## config.mk

```make
export PLATFORM = sky130hd
export DESIGN_NAME = seq_alu
export DESIGN_NICKNAME = d
export VERILOG_FILES = /design/src/rtl/seq_alu_pkg.sv /design/src/rtl/seq_alu_shifter.sv /design/src/rtl/seq_alu_core.sv /design/src/rtl/seq_alu_ctrl.sv /design/src/rtl/seq_alu.sv
export SDC_FILE = /design/constraint.sdc
export NUM_CORES = 1
export LEC_CHECK = 0
export ABC_AREA = 1
export BUFFER_PORTS_ARGS = -buffer_cell sky130_fd_sc_hd__buf_2
export CORE_MARGIN = 2
export CORE_UTILIZATION = 59
export DETAILED_ROUTE_END_ITERATION = 7
export HOLD_SLACK_MARGIN = 0.02
export PLACE_DENSITY = 0.85
export SLEW_MARGIN = 10
export SYNTH_ARGS = -nofsm -noshare
export SYNTH_HDL_FRONTEND = slang
export SYNTH_SLANG_ARGS = --single-unit
```

## constraint.sdc

```tcl
create_clock -name clk -period 5.5 [get_ports clk]
set_input_delay 1.1 -clock clk [delete_from_list [all_inputs] [get_ports clk]]
set_output_delay 1.1 -clock clk [all_outputs]
set_load 0.02 [all_outputs]
```

## src/rtl/seq_alu_pkg.sv

```systemverilog
package seq_alu_pkg;

   localparam int OP_W = 4;

   typedef enum logic [2:0] {
      ST_IDLE   = 3'd0,
      ST_GET_A  = 3'd1,
      ST_GET_B  = 3'd2,
      ST_GET_OP = 3'd3,
      ST_SHOW   = 3'd4
   } seq_state_t;

   typedef enum logic [OP_W-1:0] {
      OP_ADD = 4'd0,
      OP_SUB = 4'd1,
      OP_AND = 4'd2,
      OP_OR  = 4'd3,
      OP_XOR = 4'd4,
      OP_NOT = 4'd5,
      OP_SLL = 4'd6,
      OP_SRL = 4'd7,
      OP_SAL = 4'd8,
      OP_SAR = 4'd9,
      OP_ROL = 4'd10,
      OP_ROR = 4'd11
   } alu_op_t;

   typedef enum logic [1:0] {
      SH_LOGIC = 2'd0,
      SH_ARITH = 2'd1,
      SH_ROT   = 2'd2
   } shift_kind_t;

   typedef struct packed {
      logic c;
      logic v;
      logic n;
      logic z;
   } alu_flags_t;

endpackage

```

## src/rtl/seq_alu_shifter.sv

```systemverilog
module seq_alu_shifter
   import seq_alu_pkg::*;
#(
   parameter int WIDTH = 16,
   localparam int CNT_W = $clog2(WIDTH)
) (
   input  logic [WIDTH-1:0] din,
   input  logic [CNT_W-1:0] cnt,
   input  logic             dir_left,
   input  shift_kind_t      kind,
   output logic [WIDTH-1:0] dout
);

   if (WIDTH < 2 || (WIDTH & (WIDTH - 1)) != 0) begin : g_bad_width
      $error("seq_alu_shifter: WIDTH must be a power of two of at least 2");
   end

   logic [WIDTH-1:0] stg [0:CNT_W];
   assign stg[0] = din;

   for (genvar i = 0; i < CNT_W; i++) begin : g_stage
      localparam int S = 1 << i;
      logic [S-1:0]     lfill;
      logic [S-1:0]     rfill;
      logic [WIDTH-1:0] lft;
      logic [WIDTH-1:0] rgt;
      always_comb begin
         lfill = (kind == SH_ROT) ? stg[i][WIDTH-1 -: S] : '0;
         if (kind == SH_ROT)
            rfill = stg[i][S-1:0];
         else if (kind == SH_ARITH)
            rfill = {S{stg[i][WIDTH-1]}};
         else
            rfill = '0;
         lft = {stg[i][WIDTH-1-S:0], lfill};
         rgt = {rfill, stg[i][WIDTH-1:S]};
      end
      assign stg[i+1] = cnt[i] ? (dir_left ? lft : rgt) : stg[i];
   end

   assign dout = stg[CNT_W];

   always_comb begin
      if (kind == SH_ROT) begin

         rot_keep_bits_chk: assert ($countones(dout) == $countones(din));
      end
   end

endmodule

```

## src/rtl/seq_alu_core.sv

```systemverilog
module seq_alu_core
   import seq_alu_pkg::*;
#(
   parameter int WIDTH = 16,
   localparam int CNT_W = $clog2(WIDTH)
) (
   input  logic [WIDTH-1:0] opa,
   input  logic [WIDTH-1:0] opb,
   input  logic [OP_W-1:0]  opc,
   output logic [WIDTH-1:0] res,
   output alu_flags_t       flg
);

   logic [WIDTH:0]   sum_x;
   logic [WIDTH:0]   dif_x;
   logic [WIDTH-1:0] sh_out;
   logic             sh_left;
   shift_kind_t      sh_kind;

   assign sum_x = {1'b0, opa} + {1'b0, opb};
   assign dif_x = {1'b0, opa} - {1'b0, opb};

   always_comb begin
      sh_left = (opc == OP_SLL) || (opc == OP_SAL) || (opc == OP_ROL);
      if (opc == OP_ROL || opc == OP_ROR)
         sh_kind = SH_ROT;
      else if (opc == OP_SAR)
         sh_kind = SH_ARITH;
      else
         sh_kind = SH_LOGIC;
   end

   seq_alu_shifter #(.WIDTH(WIDTH)) u_shift (
      .din      (opa),
      .cnt      (opb[CNT_W-1:0]),
      .dir_left (sh_left),
      .kind     (sh_kind),
      .dout     (sh_out)
   );

   always_comb begin
      res   = '0;
      flg.c = 1'b0;
      flg.v = 1'b0;
      case (opc)
         OP_ADD: begin
            res   = sum_x[WIDTH-1:0];
            flg.c = sum_x[WIDTH];
            flg.v = (opa[WIDTH-1] == opb[WIDTH-1]) && (res[WIDTH-1] != opa[WIDTH-1]);
         end
         OP_SUB: begin
            res   = dif_x[WIDTH-1:0];
            flg.c = dif_x[WIDTH];
            flg.v = (opa[WIDTH-1] != opb[WIDTH-1]) && (res[WIDTH-1] != opa[WIDTH-1]);
         end
         OP_AND: res = opa & opb;
         OP_OR:  res = opa | opb;
         OP_XOR: res = opa ^ opb;
         OP_NOT: res = ~opa;
         OP_SLL, OP_SRL, OP_SAL, OP_SAR, OP_ROL, OP_ROR: res = sh_out;
         default: res = '0;
      endcase
      flg.n = res[WIDTH-1];
      flg.z = (res == '0);
   end

endmodule

```

## src/rtl/seq_alu_ctrl.sv

```systemverilog
module seq_alu_ctrl
   import seq_alu_pkg::*;
#(
   parameter int WIDTH = 16
) (
   input  logic             clk,
   input  logic             rst_n,
   input  logic [WIDTH-1:0] din,
   input  logic             strobe,
   output seq_state_t       state,
   output logic [WIDTH-1:0] opa,
   output logic [WIDTH-1:0] opb,
   output logic [OP_W-1:0]  opc,
   output logic             commit
);

   if (WIDTH < OP_W) begin : g_bad_width
      $error("seq_alu_ctrl: WIDTH must be at least the opcode width");
   end

   always_ff @(posedge clk or negedge rst_n) begin
      if (!rst_n) begin
         state <= ST_IDLE;
         opa   <= '0;
         opb   <= '0;
         opc   <= '0;
      end else begin
         case (state)
            ST_IDLE: state <= ST_GET_A;
            ST_GET_A: if (strobe) begin
               opa   <= din;
               state <= ST_GET_B;
            end
            ST_GET_B: if (strobe) begin
               opb   <= din;
               state <= ST_GET_OP;
            end
            ST_GET_OP: if (strobe) begin
               opc   <= din[OP_W-1:0];
               state <= ST_SHOW;
            end
            ST_SHOW: state <= ST_GET_A;
            default: state <= ST_IDLE;
         endcase
      end
   end

   assign commit = (state == ST_SHOW);


   idle_exit_chk: assert property (@(posedge clk) disable iff (!rst_n)
      (state == ST_IDLE) |=> (state == ST_GET_A));


   take_a_chk: assert property (@(posedge clk) disable iff (!rst_n)
      (state == ST_GET_A && strobe) |=> (state == ST_GET_B && opa == $past(din)));


   wait_hold_chk: assert property (@(posedge clk) disable iff (!rst_n)
      ((state == ST_GET_A || state == ST_GET_B || state == ST_GET_OP) && !strobe)
      |=> $stable(state));


   show_exit_chk: assert property (@(posedge clk) disable iff (!rst_n)
      (state == ST_SHOW) |=> (state == ST_GET_A && $stable(opa)));

endmodule

```

## src/rtl/seq_alu.sv

```systemverilog
module seq_alu
   import seq_alu_pkg::*;
#(
   parameter int WIDTH = 16
) (
   input  logic             clk,
   input  logic             rst_n,
   input  logic [WIDTH-1:0] data_in,
   input  logic             strobe,
   output logic [WIDTH-1:0] result,
   output logic [3:0]       flags,
   output logic [2:0]       state
);

   if (WIDTH < 2 || (WIDTH & (WIDTH - 1)) != 0) begin : g_bad_width
      $error("seq_alu: WIDTH must be a power of two of at least 2");
   end

   seq_state_t       st;
   logic [WIDTH-1:0] opa;
   logic [WIDTH-1:0] opb;
   logic [OP_W-1:0]  opc;
   logic             commit;
   logic [WIDTH-1:0] core_res;
   alu_flags_t       core_flg;
   alu_flags_t       flg_q;

   seq_alu_ctrl #(.WIDTH(WIDTH)) u_ctrl (
      .clk    (clk),
      .rst_n  (rst_n),
      .din    (data_in),
      .strobe (strobe),
      .state  (st),
      .opa    (opa),
      .opb    (opb),
      .opc    (opc),
      .commit (commit)
   );

   seq_alu_core #(.WIDTH(WIDTH)) u_core (
      .opa (opa),
      .opb (opb),
      .opc (opc),
      .res (core_res),
      .flg (core_flg)
   );

   always_ff @(posedge clk or negedge rst_n) begin
      if (!rst_n) begin
         result <= '0;
         flg_q  <= '{c: 1'b0, v: 1'b0, n: 1'b0, z: 1'b1};
      end else if (commit) begin
         result <= core_res;
         flg_q  <= core_flg;
      end
   end

   assign flags = flg_q;
   assign state = st;


   result_hold_chk: assert property (@(posedge clk) disable iff (!rst_n)
      !commit |=> ($stable(result) && $stable(flags)));


   zero_flag_chk: assert property (@(posedge clk) disable iff (!rst_n)
      flags[0] == (result == '0));


   sign_flag_chk: assert property (@(posedge clk) disable iff (!rst_n)
      flags[1] == result[WIDTH-1]);


   cv_clear_chk: assert property (@(posedge clk) disable iff (!rst_n)
      (commit && opc != OP_ADD && opc != OP_SUB) |=> (flags[3:2] == 2'b00));

endmodule

```

== Yosys cells after proc, flatten, opt, wreduce, memory -nomap -nowiden ==
Index checks and enable logic that the tools add are counted.

* Add/sub/neg operators: 2
* Eq/ne operators: 24
* Muxes and demuxes: 28
* Bitwise gates (word level): 4
* Reductions and logical operators: 14

{| class="wikitable"
|+ Operators with widths
! cell !! count
|-
| $mux 16 || 8
|-
| $pmux 16 s7 || 1
|-
| $mux 8 || 3
|-
| $add 16x16->17 || 1
|-
| $sub 16x16->17 || 1
|-
| $and 16x16->16 || 1
|-
| $eq 4x3->1 const B || 4
|-
| $eq 4x4->1 const B || 4
|-
| $logic_not 16->1 || 1
|-
| $not 16->16 || 1
|-
| $or 16x16->16 || 1
|-
| $xor 16x16->16 || 1
|-
| $mux 4 || 3
|-
| $pmux 3 s4 || 1
|-
| $mux 3 || 3
|-
| $eq 4x2->1 const B || 2
|-
| $mux 2 || 4
|-
| $eq 3x2->1 const B || 2
|-
| $ne 2x2->1 const B || 3
|-
| $reduce_and 2->1 || 3
|-
| $reduce_or 6->1 || 1
|-
| $eq 4x1->1 const B || 1
|-
| $logic_not 4->1 || 1
|-
| $mux 1 || 4
|-
| 12 further kinds || 17
|}

* Register bits: 59
* Input port bits: 19
* Output and inout port bits: 23
* Logic and storage cells: 81

== Logic depth before layout (Yosys ltp) ==
* Depth in word-level cells: 22
* Gate-level depth with buffers: 23
* Gate-level depth less buffers: 23

== Modules after synthesis ==
Synthesis repeated with hierarchy kept, for this count alone.

* Cell total of the unflattened synthesis: 1,242
* Area total of the unflattened synthesis: 7,203.2 µm²

{| class="wikitable"
|+ By module, submodules not included
! module !! times used !! cells each !! area an instance (µm²)
|-
| seq_alu_core || 1 || 612 || 3,129.3
|-
| seq_alu_shifter || 1 || 370 || 1,710.4
|-
| seq_alu_ctrl || 1 || 175 || 1,595.3
|-
| seq_alu || 1 || 85 || 768.2
|}

== Worst setup path before layout ==
No wires, ideal clock.

* Path type: register to register
* From: register u_ctrl.opb[2]
* To: register flg_q (netlist bit flags[0])
* Library setup time: 0.060 ns
* Arrival: 2.886 ns
* Required time: 5.440 ns
* Setup slack: 2.554 ns
* Stages on the path, launching flop included: 24
* Path buffers: 3
* Clock period less this slack: 2.946 ns
* Cells stage by stage: dfrtp_1 > buf_2 > clkinv_1 > clkbuf_1 > ha_1 > clkbuf_2 > or2_2 > nand2_1 > nand2_1 > nand2_1 > nand4_1 > nand3_1 > nand2_1 > nand2_1 > nand2_1 > a21oi_1 > nor2_1 > a21oi_1 > nand3_1 > nor2_1 > nand2_1 > nor2_1 > nand3_1 > nand2_1

* Cells in the longest elaborated chain, start to end: 7
* Elaborated cells between the ends (all ways): 13

{| class="wikitable"
|+ Ends and longest elaborated chain
! element !! line !! text
|-
| start: declaration || seq_alu_ctrl.sv:12 || <nowiki>output logic [WIDTH-1:0] opb,</nowiki>
|-
| start signal: assignment || seq_alu_ctrl.sv:35 || <nowiki>opb <= din;</nowiki>
|-
| branches (longest 5 deep; another with $sub 16x16->17) || - ||
|-
| $pmux 16 s7 (*) || seq_alu_core.sv:45 || <nowiki>case (opc)</nowiki>
|-
| $logic_not 16->1 (*) || seq_alu_core.sv:64 || <nowiki>flg.z = (res == '0);</nowiki>
|-
| end signal: assignment || seq_alu.sv:51 || <nowiki>flg_q <= '{c: 1'b0, v: 1'b0, n: 1'b0, z: 1'b1};</nowiki>
|-
| end signal: assignment || seq_alu.sv:54 || <nowiki>flg_q <= core_flg;</nowiki>
|-
| end: declaration || seq_alu.sv:26 || <nowiki>alu_flags_t flg_q;</nowiki>
|}

Every way passes the cells marked *.
A chain may end at the register's enable or synchronous reset.

== Worst setup path in the final report ==
* From: register u_ctrl.opb[1]
* To: register flg_q (netlist bit flags[0])

* Cells in the longest elaborated chain, start to end: 11
* Elaborated cells between the ends (all ways): 18

{| class="wikitable"
|+ Ends and longest elaborated chain
! element !! line !! text
|-
| $mux 16 || seq_alu_shifter.sv:38 || <nowiki>assign stg[i+1] = cnt[i] ? (dir_left ? lft : rgt) : stg[i];</nowiki>
|-
| $mux 4 || seq_alu_shifter.sv:31 || <nowiki>else if (kind == SH_ARITH)</nowiki>
|-
| $mux 4 || seq_alu_shifter.sv:29 || <nowiki>if (kind == SH_ROT)</nowiki>
|-
| $mux 16 (2 in series) || seq_alu_shifter.sv:38 ||
|-
| $mux 8 || seq_alu_shifter.sv:31 ||
|-
| $mux 8 || seq_alu_shifter.sv:29 ||
|-
| $mux 16 (2 in series) || seq_alu_shifter.sv:38 ||
|-
| $pmux 16 s7 (*) || seq_alu_core.sv:45 ||
|-
| $logic_not 16->1 (*) || seq_alu_core.sv:64 ||
|}

Mark *: on every way between the ends. The rest lies on a longest branch, timed or not.

==> run_results.csv <==
group,metric,value,unit
synth,synth_edf_count,0,
sta,rsz0062_at_grt,"no",
sta,fmax,243.2,MHz
synth,ys_seq_elements,58,
drt,wl_per_cell,16.19,µm
clock_tree,root_buffer,"clkbuf_8",
outcome,status,"finished, final reports clean",
sta,hold_viol,0,
synth,syn_inst,1038,
clock_tree,h-tree-depth,3,
global_routing,grt_usage,0.3395,
synth,synth_area_per_cell,6.278,µm²
critical_path,slowest_delay,0.94,ns
global_routing,grt_overflow_total,0,
place,place.gp.congestion,1.012,
clock_tree,cts_tree,"done",
place,dp_cells,1176,
place,io_buffers,41,
clock_tree,cts_sinks,58,
run,drv_cap,0,
critical_path,critical_path_class,"reg -> reg",
clock_tree,cts_hold_buf,0,
critical_path,critPathLaunchType,"flop",
critical_path,arrival,4.41,ns
clock_tree,max-clock-path-buffers,2,
global_routing,grt_pass1_vias,6432,
sta,min_period_over_period,0.7476,
drt,drc_errors,0,
sta,tightest_slew,1.066,ns
cells_and_area,final_cells,1191,
synth,syn-cell-area,0.006516,mm²
floorplan,fp.coreArea,0.01079,mm²
floorplan,dieArea,0.01190,mm²
sta,slew_headroom,0.2865,
drt,viasPerCell,5.995,
synth,synth_cell_types,48,
critical_path,crit_path_top_delay_cell,"dfrtp_1",
global_routing,grt_pass1_wl,31.15,mm
place,place_hpwl,14.40,mm
synth,yosysWarnings,0,
cells_and_area,layout_commonest_cell,"nand2_1",
floorplan,row_count,38,
clock_tree,postCtsSetupRepairBufs,0,
critical_path,path_buf_inv,2,
drt,vias,7140,
sta,fin_crit,4.112,ns
sta,slew_violations,0,
floorplan,die_y,109.1,µm
floorplan,fp.dieW,109.1,µm
cells_and_area,synthToLayoutAreaGrowth,5.203,%
synth,synth.net_count,1107,
clock_tree,cts_resized,0,
floorplan,initial_core_util,0.6038,
critical_path,crit_family,"flip-flops",
synth,seq_area_frac_synth,0.2229,
drt,drtIter0Drc,720,
global_routing,antenna_found_initial,0,
clock_tree,numCtsBuffers,9,
critical_path,cp-end-kind,"flop",
synth,synth_top_flop_cell,"dfrtp_1",
cells_and_area,nNetsFinal,1116,
cells_and_area,layout_common_cells,"nand2_1, nand3_1, inv_1",
clock_tree,clock_latency,0.35,ns
clock_tree,cts.clk_slew.worst_paths,0.07,ns
sta,fin_setup_tns,0,ns
drt,firstDrtPassIters,6,
drt,antenna_left,0,
cells_and_area,antenna_cells,0,
global_routing,grt_max_degree,59,
critical_path,crit_path_max_fanout,23,
floorplan,ios,42,
cells_and_area,fillerInstances,1045,
critical_path,cp.required,5.80,ns
sta,skew,0.009798,ns
sta,setup_violations,0,
drt,routed_wl,19.28,mm
cells_and_area,drive_gt1_frac,0.1113,
critical_path,crit_chain,"clkinv_1, ha_1, inv_1, nand3b_1, nand3_1, o21ai_0, nor2_1, a2111oi_0, nand2_1, nor2_1, nand2_1, nor2_1, nand3_1, nand2_1",
hold_path,hold_path.class,"reg -> reg",
synth,synthArstFlopShare,1.000,
==> cells by family after synthesis <==
kind of cell,Yosys count,share of synthesized area
flip-flops,58,0.2229
adder cells (fa/ha/maj),50,0.09831
AND/OR/NAND/NOR,588,0.4080
AO/OA/AOI/OAI,176,0.1575
buffers and inverters,163,0.1093
XOR/XNOR,3,0.004033
==> layer usage <==
metal  vias up  wire length [µm]  track usage
met4         0               884       0.1740
met5         -                 0            0
met1      3271              8130       0.4536
met3        55              1667      0.04901
met2       346              8598       0.5333
li1       3468                 -            -
==> per-stage QoR <==
| step | hold slack (ns) | setup slack, ns | cell area (µm²) | util |
|---|---|---|---|---|
| after global routing | 0.5285 | 0.9578 | 6855 | 0.6352 |
| after CTS | 0.4901 | 1.427 | 6850 | 0.6347 |
| after floorplan | 0.4782 | 2.554 | 6516 | - |
| after detailed placement | 0.4742 | 1.441 | 6658 | 0.6169 |
| final | 0.4856 | 1.388 | 6855 | 0.6352 |
| after global placement | 0.4621 | 1.542 | 6658 | 0.6169 |
==> final cells by class <==
cell class | count | area, µm² | share of cell area
clock inverter | 5 | 55.05 | 0.008031
multi-input combinational | 817 | 4357 | 0.6355
clock buffer | 10 | 137.6 | 0.02008
inverter | 114 | 427.9 | 0.06242
sequential | 58 | 1453 | 0.2119
timing repair buffer | 47 | 250.2 | 0.03650
tap | 140 | 175.2 | 0.02555
==> worst reg2reg max path: stages, from the launching register on <==
cell and delay [ns]:
dfrtp_1 0.94, clkinv_1 0.76, ha_1 0.54, inv_1 0.05, nand3b_1 0.09, nand3_1 0.11
o21ai_0 0.16, nor2_1 0.06, a2111oi_0 0.77, nand2_1 0.11, nor2_1 0.12, nand2_1 0.05
nor2_1 0.12, nand3_1 0.09, nand2_1 0.10
==> synth_stat cells (2+ instances only) <==
| cell | number | area [µm²] |
|---|---|---|
| a2111oi_0 | 2 | 17.52 |
| a211oi_1 | 2 | 15.01 |
| a21oi_1 | 48 | 240.2 |
| a221oi_1 | 7 | 61.31 |
| a31oi_1 | 17 | 106.4 |
| buf_12 | 2 | 40.04 |
| buf_2 | 17 | 85.08 |
| buf_4 | 10 | 75.07 |
| clkbuf_1 | 18 | 67.56 |
| clkinv_1 | 6 | 22.52 |
| dfrtp_1 | 57 | 1426 |
| fa_1 | 2 | 40.04 |
| ha_1 | 48 | 600.6 |
| inv_1 | 103 | 386.6 |
| inv_2 | 5 | 18.77 |
| nand2_1 | 292 | 1096 |
| nand2_2 | 15 | 93.84 |
| nand2_4 | 3 | 33.78 |
| nand3_1 | 165 | 825.8 |
| nand3_2 | 23 | 230.2 |
| nand4_1 | 4 | 25.02 |
| nor2_1 | 68 | 255.2 |
| nor3_1 | 12 | 60.06 |
| o2111ai_1 | 3 | 26.28 |
| o211ai_1 | 2 | 15.01 |
| o21a_1 | 4 | 30.03 |
| o21ai_0 | 67 | 335.3 |
| o221ai_1 | 3 | 26.28 |
| o22ai_1 | 11 | 68.82 |
| or2_2 | 3 | 18.77 |
| xor2_1 | 2 | 17.52 |
==> flip-flops by register name (all words and copies together) (netlist names) <==
register / cells
u_ctrl.opb: 16
u_ctrl.state: 3
flags: 4
result: 15
u_ctrl.opa: 16
u_ctrl.opc: 4
==> final timing paths <==
kind,end,from,slack (ns),depth (start not counted)
max reg2reg,flags[0]$_DFFE_PN1N_,u_ctrl.opb[1]$_DFFE_PN0P_,1.39,14
max in group asynchronous,u_ctrl.opc[1]$_DFFE_PN0P_,rst_n,4.13,2
min,result[14]$_DFFE_PN0N_,result[14]$_DFFE_PN0N_,0.49,2
max,flags[0]$_DFFE_PN1N_,u_ctrl.opb[1]$_DFFE_PN0P_,1.39,14
min in group asynchronous,u_ctrl.opb[7]$_DFFE_PN0P_,rst_n,0.88,2
min reg2reg,result[14]$_DFFE_PN0N_,result[14]$_DFFE_PN0N_,0.49,2
Power is not shown: default switching activity piles up to over one toggle a cycle in this logic, so the estimate is an artifact.
